File: src/rtl/dram_ctrl_pkg.sv
package dram_ctrl_pkg;

  typedef enum logic [2:0] {
    CMD_NOP  = 3'd0,
    CMD_ACT  = 3'd1,
    CMD_RD   = 3'd2,
    CMD_WR   = 3'd3,
    CMD_PRE  = 3'd4,
    CMD_PREA = 3'd5,
    CMD_REF  = 3'd6
  } cmd_op_e;

  typedef enum logic [1:0] {
    ROW_HIT      = 2'd0,
    ROW_EMPTY    = 2'd1,
    ROW_CONFLICT = 2'd2
  } row_class_e;

  typedef enum logic [1:0] {
    RF_RUN = 2'd0,
    RF_PRE = 2'd1,
    RF_REF = 2'd2
  } rf_state_e;

endpackage

File: src/rtl/dram_bank_slot.sv
module dram_bank_slot
  import dram_ctrl_pkg::*;
#(
  parameter int ROW_W  = 3,
  parameter int DATA_W = 8,
  parameter int T_CAS  = 2,
  parameter int T_RCD  = 3,
  parameter int T_RP   = 3
) (
  input  logic              clk,
  input  logic              rst_n,
  input  logic              acc,
  input  logic [ROW_W-1:0]  acc_row,
  input  logic              acc_write,
  input  logic [DATA_W-1:0] acc_data,
  input  logic              close_all,
  input  logic              grant,
  output logic              busy,
  output logic              pend,
  output row_class_e        cls,
  output logic              hit_q,
  output logic              wr_q,
  output logic [DATA_W-1:0] data_q
);

  localparam int LAT_HIT   = T_CAS;
  localparam int LAT_EMPTY = T_RCD + T_CAS;
  localparam int LAT_CONF  = T_RP + T_RCD + T_CAS;
  localparam int CNT_W     = $clog2(LAT_CONF + 1);

  logic             open_vld_q, open_vld_n;
  logic [ROW_W-1:0] open_row_q, open_row_n;
  logic [CNT_W-1:0] cnt_q, cnt_n;
  logic             pend_q, pend_n;
  int               lat;

  always_comb begin
    if (!open_vld_q)                cls = ROW_EMPTY;
    else if (open_row_q == acc_row) cls = ROW_HIT;
    else                            cls = ROW_CONFLICT;
  end

  always_comb begin
    case (cls)
      ROW_HIT:   lat = LAT_HIT;
      ROW_EMPTY: lat = LAT_EMPTY;
      default:   lat = LAT_CONF;
    endcase
  end

  always_comb begin
    open_vld_n = open_vld_q;
    open_row_n = open_row_q;
    if (close_all) begin
      open_vld_n = 1'b0;
    end else if (acc) begin
      open_vld_n = 1'b1;
      open_row_n = acc_row;
    end

    if (acc)               cnt_n = (lat > 1) ? CNT_W'(lat - 1) : '0;
    else if (cnt_q != '0)  cnt_n = cnt_q - 1'b1;
    else                   cnt_n = cnt_q;

    pend_n = pend_q;
    if (grant) pend_n = 1'b0;
    if ((acc && lat == 1) || (cnt_q == CNT_W'(1))) pend_n = 1'b1;
  end

  always_ff @(posedge clk or negedge rst_n) begin
    if (!rst_n) begin
      open_vld_q <= 1'b0;
      open_row_q <= '0;
      cnt_q      <= '0;
      pend_q     <= 1'b0;
      hit_q      <= 1'b0;
      wr_q       <= 1'b0;
      data_q     <= '0;
    end else begin
      open_vld_q <= open_vld_n;
      open_row_q <= open_row_n;
      cnt_q      <= cnt_n;
      pend_q     <= pend_n;
      if (acc) begin
        hit_q  <= (cls == ROW_HIT);
        wr_q   <= acc_write;
        data_q <= acc_data;
      end
    end
  end

  assign busy = (cnt_q != '0) || pend_q;
  assign pend = pend_q;


  no_accept_busy_chk: assert property (@(posedge clk) disable iff (!rst_n)
    acc |-> !busy);


  grant_only_pend_chk: assert property (@(posedge clk) disable iff (!rst_n)
    grant |-> pend_q);


  close_idle_chk: assert property (@(posedge clk) disable iff (!rst_n)
    close_all |-> (!busy && !acc));

endmodule

File: src/rtl/dram_refresh_sched.sv
module dram_refresh_sched
  import dram_ctrl_pkg::*;
#(
  parameter int REF_PERIOD = 120,
  parameter int T_RP       = 3,
  parameter int T_RFC      = 4
) (
  input  logic clk,
  input  logic rst_n,
  input  logic all_idle,
  output logic due,
  output logic active,
  output logic start,
  output logic issue_ref
);

  localparam int RC_W  = $clog2(REF_PERIOD);
  localparam int T_MAX = (T_RP > T_RFC) ? T_RP : T_RFC;
  localparam int TC_W  = $clog2(T_MAX + 1);

  logic [RC_W-1:0] rcnt_q, rcnt_n;
  logic            due_q, due_n;
  rf_state_e       st_q, st_n;
  logic [TC_W-1:0] tcnt_q, tcnt_n;
  logic            wrap;

  assign wrap      = (rcnt_q == RC_W'(REF_PERIOD - 1));
  assign start     = (st_q == RF_RUN) && due_q && all_idle;
  assign issue_ref = (st_q == RF_PRE) && (tcnt_q == '0);

  always_comb begin
    rcnt_n = wrap ? '0 : rcnt_q + 1'b1;
    if (wrap)       due_n = 1'b1;
    else if (start) due_n = 1'b0;
    else            due_n = due_q;

    st_n   = st_q;
    tcnt_n = tcnt_q;
    case (st_q)
      RF_RUN: begin
        if (start) begin
          st_n   = RF_PRE;
          tcnt_n = TC_W'(T_RP - 1);
        end
      end
      RF_PRE: begin
        if (tcnt_q == '0) begin
          st_n   = RF_REF;
          tcnt_n = TC_W'(T_RFC - 1);
        end else begin
          tcnt_n = tcnt_q - 1'b1;
        end
      end
      default: begin
        if (tcnt_q == '0) st_n = RF_RUN;
        else              tcnt_n = tcnt_q - 1'b1;
      end
    endcase
  end

  always_ff @(posedge clk or negedge rst_n) begin
    if (!rst_n) begin
      rcnt_q <= '0;
      due_q  <= 1'b0;
      st_q   <= RF_RUN;
      tcnt_q <= '0;
    end else begin
      rcnt_q <= rcnt_n;
      due_q  <= due_n;
      st_q   <= st_n;
      tcnt_q <= tcnt_n;
    end
  end

  assign due    = due_q;
  assign active = (st_q != RF_RUN);


  due_hold_chk: assert property (@(posedge clk) disable iff (!rst_n)
    (due_q && !start) |=> due_q);

endmodule

File: src/rtl/dram_rsp_arb.sv
module dram_rsp_arb #(
  parameter int N = 4
) (
  input  logic [N-1:0] req,
  output logic [N-1:0] grant
);

  always_comb begin
    logic found;
    found = 1'b0;
    grant = '0;
    for (int i = 0; i < N; i++) begin
      if (req[i] && !found) begin
        grant[i] = 1'b1;
        found    = 1'b1;
      end
    end
  end

endmodule

File: src/rtl/dram_bank_ctrl.sv
module dram_bank_ctrl
  import dram_ctrl_pkg::*;
#(
  parameter int NUM_BANKS  = 4,
  parameter int ROW_W      = 3,
  parameter int COL_W      = 3,
  parameter int DATA_W     = 8,
  parameter int T_CAS      = 2,
  parameter int T_RCD      = 3,
  parameter int T_RP       = 3,
  parameter int T_RFC      = 4,
  parameter int REF_PERIOD = 120,
  localparam int BANK_W    = $clog2(NUM_BANKS),
  localparam int ADDR_W    = ROW_W + BANK_W + COL_W
) (
  input  logic              clk,
  input  logic              rst_n,
  input  logic              req_valid,
  output logic              req_ready,
  input  logic              req_write,
  input  logic [ADDR_W-1:0] req_addr,
  input  logic [DATA_W-1:0] req_wdata,
  output logic              mem_en,
  output logic              mem_we,
  output logic [ADDR_W-1:0] mem_addr,
  output logic [DATA_W-1:0] mem_wdata,
  input  logic [DATA_W-1:0] mem_rdata,
  output logic              cmd_valid,
  output logic [2:0]        cmd_op,
  output logic [BANK_W-1:0] cmd_bank,
  output logic [ROW_W-1:0]  cmd_row,
  output logic              rsp_valid,
  output logic [BANK_W-1:0] rsp_bank,
  output logic              rsp_write,
  output logic              rsp_hit,
  output logic [DATA_W-1:0] rsp_rdata
);

  logic [BANK_W-1:0] req_bank;
  logic [ROW_W-1:0]  req_row;
  logic              accept;
  logic [DATA_W-1:0] acc_data;

  logic [NUM_BANKS-1:0] acc_v, busy_v, pend_v, grant_v, hit_v, wr_v;
  row_class_e           cls_v  [NUM_BANKS];
  logic [DATA_W-1:0]    data_v [NUM_BANKS];

  logic rf_due, rf_active, rf_start, rf_issue_ref, all_idle;

  cmd_op_e           cmd_op_n, cmd_op_q;
  logic [BANK_W-1:0] cmd_bank_n, cmd_bank_q;
  logic [ROW_W-1:0]  cmd_row_n, cmd_row_q;
  logic [BANK_W-1:0] rsp_idx;

  // address split: column lowest, then bank, then row
  assign req_bank = req_addr[COL_W +: BANK_W];
  assign req_row  = req_addr[COL_W + BANK_W +: ROW_W];

  assign all_idle  = ~|busy_v;
  assign req_ready = !rf_due && !rf_active && !busy_v[req_bank];
  assign accept    = req_valid && req_ready;
  assign acc_data  = req_write ? '0 : mem_rdata;

  assign mem_en    = accept;
  assign mem_we    = accept && req_write;
  assign mem_addr  = req_addr;
  assign mem_wdata = req_wdata;

  generate
    for (genvar b = 0; b < NUM_BANKS; b++) begin : g_bank
      assign acc_v[b] = accept && (req_bank == BANK_W'(b));

      dram_bank_slot #(
        .ROW_W (ROW_W),
        .DATA_W(DATA_W),
        .T_CAS (T_CAS),
        .T_RCD (T_RCD),
        .T_RP  (T_RP)
      ) u_slot (
        .clk      (clk),
        .rst_n    (rst_n),
        .acc      (acc_v[b]),
        .acc_row  (req_row),
        .acc_write(req_write),
        .acc_data (acc_data),
        .close_all(rf_start),
        .grant    (grant_v[b]),
        .busy     (busy_v[b]),
        .pend     (pend_v[b]),
        .cls      (cls_v[b]),
        .hit_q    (hit_v[b]),
        .wr_q     (wr_v[b]),
        .data_q   (data_v[b])
      );
    end
  endgenerate

  dram_refresh_sched #(
    .REF_PERIOD(REF_PERIOD),
    .T_RP      (T_RP),
    .T_RFC     (T_RFC)
  ) u_refresh (
    .clk      (clk),
    .rst_n    (rst_n),
    .all_idle (all_idle),
    .due      (rf_due),
    .active   (rf_active),
    .start    (rf_start),
    .issue_ref(rf_issue_ref)
  );

  dram_rsp_arb #(.N(NUM_BANKS)) u_arb (
    .req  (pend_v),
    .grant(grant_v)
  );

  // command bus: leading command of each accepted request, refresh sequence
  always_comb begin
    cmd_op_n   = CMD_NOP;
    cmd_bank_n = '0;
    cmd_row_n  = '0;
    if (rf_start) begin
      cmd_op_n = CMD_PREA;
    end else if (rf_issue_ref) begin
      cmd_op_n = CMD_REF;
    end else if (accept) begin
      cmd_bank_n = req_bank;
      cmd_row_n  = req_row;
      case (cls_v[req_bank])
        ROW_HIT:   cmd_op_n = req_write ? CMD_WR : CMD_RD;
        ROW_EMPTY: cmd_op_n = CMD_ACT;
        default:   cmd_op_n = CMD_PRE;
      endcase
    end
  end

  always_ff @(posedge clk or negedge rst_n) begin
    if (!rst_n) begin
      cmd_op_q   <= CMD_NOP;
      cmd_bank_q <= '0;
      cmd_row_q  <= '0;
    end else begin
      cmd_op_q   <= cmd_op_n;
      cmd_bank_q <= cmd_bank_n;
      cmd_row_q  <= cmd_row_n;
    end
  end

  assign cmd_valid = (cmd_op_q != CMD_NOP);
  assign cmd_op    = cmd_op_q;
  assign cmd_bank  = cmd_bank_q;
  assign cmd_row   = cmd_row_q;

  always_comb begin
    rsp_idx = '0;
    for (int b = 0; b < NUM_BANKS; b++) begin
      if (grant_v[b]) rsp_idx = BANK_W'(b);
    end
  end

  assign rsp_valid = |pend_v;
  assign rsp_bank  = rsp_idx;
  assign rsp_write = wr_v[rsp_idx];
  assign rsp_hit   = hit_v[rsp_idx];
  assign rsp_rdata = data_v[rsp_idx];


  idle_during_ref_chk: assert property (@(posedge clk) disable iff (!rst_n)
    rf_active |-> (busy_v == '0));


  grant_onehot_chk: assert property (@(posedge clk) disable iff (!rst_n)
    $onehot0(grant_v) && (rsp_valid == (grant_v != '0)));

endmodule

File: config.mk
export PLATFORM = sky130hd
export DESIGN_NAME = dram_bank_ctrl
export DESIGN_NICKNAME = d
export VERILOG_FILES = /design/src/rtl/dram_ctrl_pkg.sv /design/src/rtl/dram_bank_slot.sv /design/src/rtl/dram_refresh_sched.sv /design/src/rtl/dram_rsp_arb.sv /design/src/rtl/dram_bank_ctrl.sv
export SDC_FILE = /design/constraint.sdc
export NUM_CORES = 1
export LEC_CHECK = 0
export BUFFER_PORTS_ARGS = -buffer_cell sky130_fd_sc_hd__clkbuf_2
export CORE_MARGIN = 2
export CORE_UTILIZATION = 52
export DETAILED_ROUTE_END_ITERATION = 12
export HOLD_SLACK_MARGIN = 0.03
export PLACE_DENSITY_LB_ADDON = 0.3
export SLEW_MARGIN = 15
export SYNTH_ARGS = -nofsm -noshare
export SYNTH_HDL_FRONTEND = slang
export SYNTH_SLANG_ARGS = --single-unit
File: constraint.sdc
create_clock -name clk -period 2.35 [get_ports clk]
set_input_delay 0.1175 -clock clk [delete_from_list [all_inputs] [get_ports clk]]
set_output_delay 0.1175 -clock clk [all_outputs]
set_load 0.005 [all_outputs]
==> results.txt <==
Total Routing Usage GR = 21.0%
WP data required = 2600 ps
Slew HR = 58.4%
Critical Path Fanout Max = 17
DIE HEIGHT = 102 µm
Register-to-register setup slack = -150 ps
RSZ-0062 raised after global routing = true
Final global-route overflow total = 0
Clk sinks = 97
Critical path's most frequent cell = buf_4
Final GP Congestion = 0.800
Critical Path, Cell by Cell = inv_2 > ha_4 > or4b_4 > a222oi_1 > buf_4 > buf_4 > nand3_2 > buf_12 > mux2_1
Yosys reg bits = 97
Cell Pwr Density = 1080 nW/µm²
Clock root buffer master = clkbuf_8
Total CTS buffers = 9
Via-per-instance ratio = 5.42
Synthesis-to-finish area growth = 21.5%
Drt total wl = 10700 µm
Layout cell share with drive strength beyond 1 = 43.3%
YS warnings = 0
I/O Buffers = 46
DIE AREA = 10300 µm²
FF/Latch Area = 2430 µm²
Distinct cell type count after synthesis = 46
Worst hold path class = in -> reg
Num ports = 69
Worst Clk Skew = 12.3 ps
Reg-to-Reg Start = g_bank[1].u_slot.cnt_q[0]$_DFFE_PN0P_
Minimum clock period = 2500 ps
Final setup fails = 62
Post-route antenna net violation count = 0
Worst R2R End = g_bank[3].u_slot.open_row_q[1]$_DFFE_PN0P_
Worst-Skew Late Latency = 360 ps
WL/cell = 17.1 µm
Violated checks = setup timing
Post-DP HPWL = 6950 µm
Startpoint Class = flop
# rows = 35
Hold Crit Endpoint = cmd_row[0]$_DFF_PN0_
Critical path data arrival time = 2750 ps
H-Tree Depth = 3
Commonest non-fill, non-tap cells in the layout = dfrtp_1 (97), buf_4 (54), clkbuf_2 (44)
Fmax = 0.401 GHz
Final layout net count = 534
Seq/Total Area, Yosys = 48.9%
Setup WS post-layout = -146 ps
CTS clk-pin slew, worst paths = 100 ps
Vias in the first global route = 3276
Fin. Hold Viols = 0
DIE WIDTH = 102 µm
Pin count of the biggest net entering global routing = 53
Core Util, Final = 65.2%
Run status = complete, but fails checks
Clk buf depth = 2
Commonest non-fill, non-tap cell in the layout = dfrtp_1
Syn_nets = 442
Delay of the slowest critical-path stage = 450 ps
Worst hold stages = 2
Reg2Reg Depth = 9
Hold path startpoint = req_addr[5]
Multi-input logic area = 2350 µm²
Max_cap viols = 0
Detailed Route Iter0 Violations = 177
CTS tree = yes
WS Path Type = reg -> reg
Syn Area/Cell = 12.4 µm²
Area of the core = 9240 µm²
Syn Std Cell Area = 4960 µm²
DR vias = 3385
Max IR drop VDD = 0.529 mV
Pins Over Slew Limit = 0
Iteration count of the initial detailed-routing pass = 5
Initial antenna violation count = 0
Final worst path period share = 106%
Post-route DRC = 0
Diodes inserted = 0
Pleak = 3.03 nW
Slowest library cell on the worst path = or4b_4
Initial core utilization = 53.7%
Worst Max-Slew Pin Slew = 625 ps
First-pass GRT wire length = 16700 µm
CP Capture Type = flop
TNS Setup = -5470 ps
Post-Syn Instances = 399
Filler cells = 689
-- per-layer routing --
metal  global-route usage [%]  vias to the layer above  share of wire, %
li1                         -                     1574                 -
met1                     28.6                     1715                45
met2                     33.9                       84                49
met3                     4.97                       12               4.3
met4                     5.82                        0               1.6
met5                        0                        -                 0
-- area by class of cell --
type | count | share of cell area (%)
timing repair buffer | 111 | 13.9
inverter | 20 | 1.25
clock inverter | 6 | 0.830
multi-input combinational | 252 | 38.9
sequential | 97 | 40.3
clock buffer | 10 | 2.12
tap | 129 | 2.68
-- sequential cells by signal, indices dropped and copies added, names as in the netlist --
register,cells
cmd_row,3
u_refresh.rcnt_q,7
g_bank.u_slot.pend,4
g_bank.u_slot.cnt_q,16
g_bank.u_slot.wr_q,4
cmd_bank,2
g_bank.u_slot.open_row_q,12
u_refresh.st_q,2
cmd_op,3
g_bank.u_slot.open_vld_q,4
g_bank.u_slot.hit_q,4
u_refresh.tcnt_q,3
g_bank.u_slot.data_q,32
u_refresh.due,1
-- worst max path at each step --
stage | from | endpoint | slack (ps) | depth (start not counted)
after global placement | g_bank[1].u_slot.cnt_q[0]$_DFFE_PN0P_ | g_bank[3].u_slot.data_q[3]$_DFFE_PN0P_ | 5 | 8
after floorplan | g_bank[3].u_slot.cnt_q[0]$_DFFE_PN0P_ | g_bank[3].u_slot.data_q[3]$_DFFE_PN0P_ | -160 | 8
after detailed placement | g_bank[3].u_slot.cnt_q[0]$_DFFE_PN0P_ | g_bank[3].u_slot.open_row_q[1]$_DFFE_PN0P_ | -40 | 8
after global routing | g_bank[1].u_slot.cnt_q[0]$_DFFE_PN0P_ | mem_en | -250 | 9
after CTS | g_bank[1].u_slot.cnt_q[1]$_DFFE_PN0P_ | req_ready | -190 | 9
final | g_bank[1].u_slot.cnt_q[0]$_DFFE_PN0P_ | g_bank[3].u_slot.open_row_q[1]$_DFFE_PN0P_ | -150 | 9
-- cell families after synthesis --
group	Yosys count	synth area share [%]
flops	97	48.9
simple gates	100	11.8
mux	74	20.1
xor+xnor	24	4.24
fa+ha+maj	15	3.78
compound gates	39	5.47
buf+inv	50	5.67
-- worst max-delay path: cells and delay by family (launching register included) --
kind,cells,cell delay [ps]
flip-flops,1,400
AO/OA/AOI/OAI,1,390
multiplexers,1,310
buffers and inverters,4,590
adder cells (fa/ha/maj),1,130
AND/OR/NAND/NOR,2,550
-- cell usage after synthesis (all sizes together) --
master   number  area, µm²
a2111oi       1       27.5
a21o          6       45.0
a21oi         3       15.0
a222oi        1       10.0
a22o          2       17.5
a31oi         5       31.3
a32oi         1       8.76
and2          1       6.26
and2b         1       7.51
and3          6       37.5
buf          23        180
clkbuf        7       26.3
dfrtp        97       2430
ha           15        188
inv          20       75.1
mux2         55        668
mux2i         8       80.1
mux4         11        248
nand2        17       63.8
nand2b        2       12.5
nand3        12       95.1
nand3b        2       15.0
nand4         2       12.5
nor2         18       67.6
nor2b        11       68.8
nor3          6       30.0
nor3b         6       45.0
nor4          1       6.26
o21ai        11       55.1
o21bai        1       7.51
o22ai         5       31.3
o31ai         3       22.5
or2           3       18.8
or3           5       31.3
or3b          2       17.5
or4           1       7.51
or4b          4       43.8
xnor2        22        193
xor2          2       17.5
-- report_power, final --
group          internal, mW  total, mW  switching (mW)
logic                  1.74       2.99            1.26
clock network         0.401       1.01           0.612
registers              2.19       2.50           0.314
total                  4.32       6.51            2.18
-- per-stage QoR --
stage	power [mW]	hold slack, ps	setup WS (ps)	cell area, µm²	instances
after floorplan	4.18	-178	-155	5000	399
after global placement	5.12	166	5.02	5570	587
after detailed placement	5.24	176	-42.9	5570	587
after CTS	6.42	157	-189	5940	618
after global routing	6.91	178	-246	6030	625
final	6.51	169	-146	6030	625
-- what timing repair did --
item,CTS,global route
pin swaps,5,7
setup buffers,14,7
cloned,1,1
endpoints found under the setup margin,41,70
hold endpoints to repair,45,0
hold buffers,1,0
resized for setup,17,7
No activity file was read; power rests on OpenSTA's default activity.
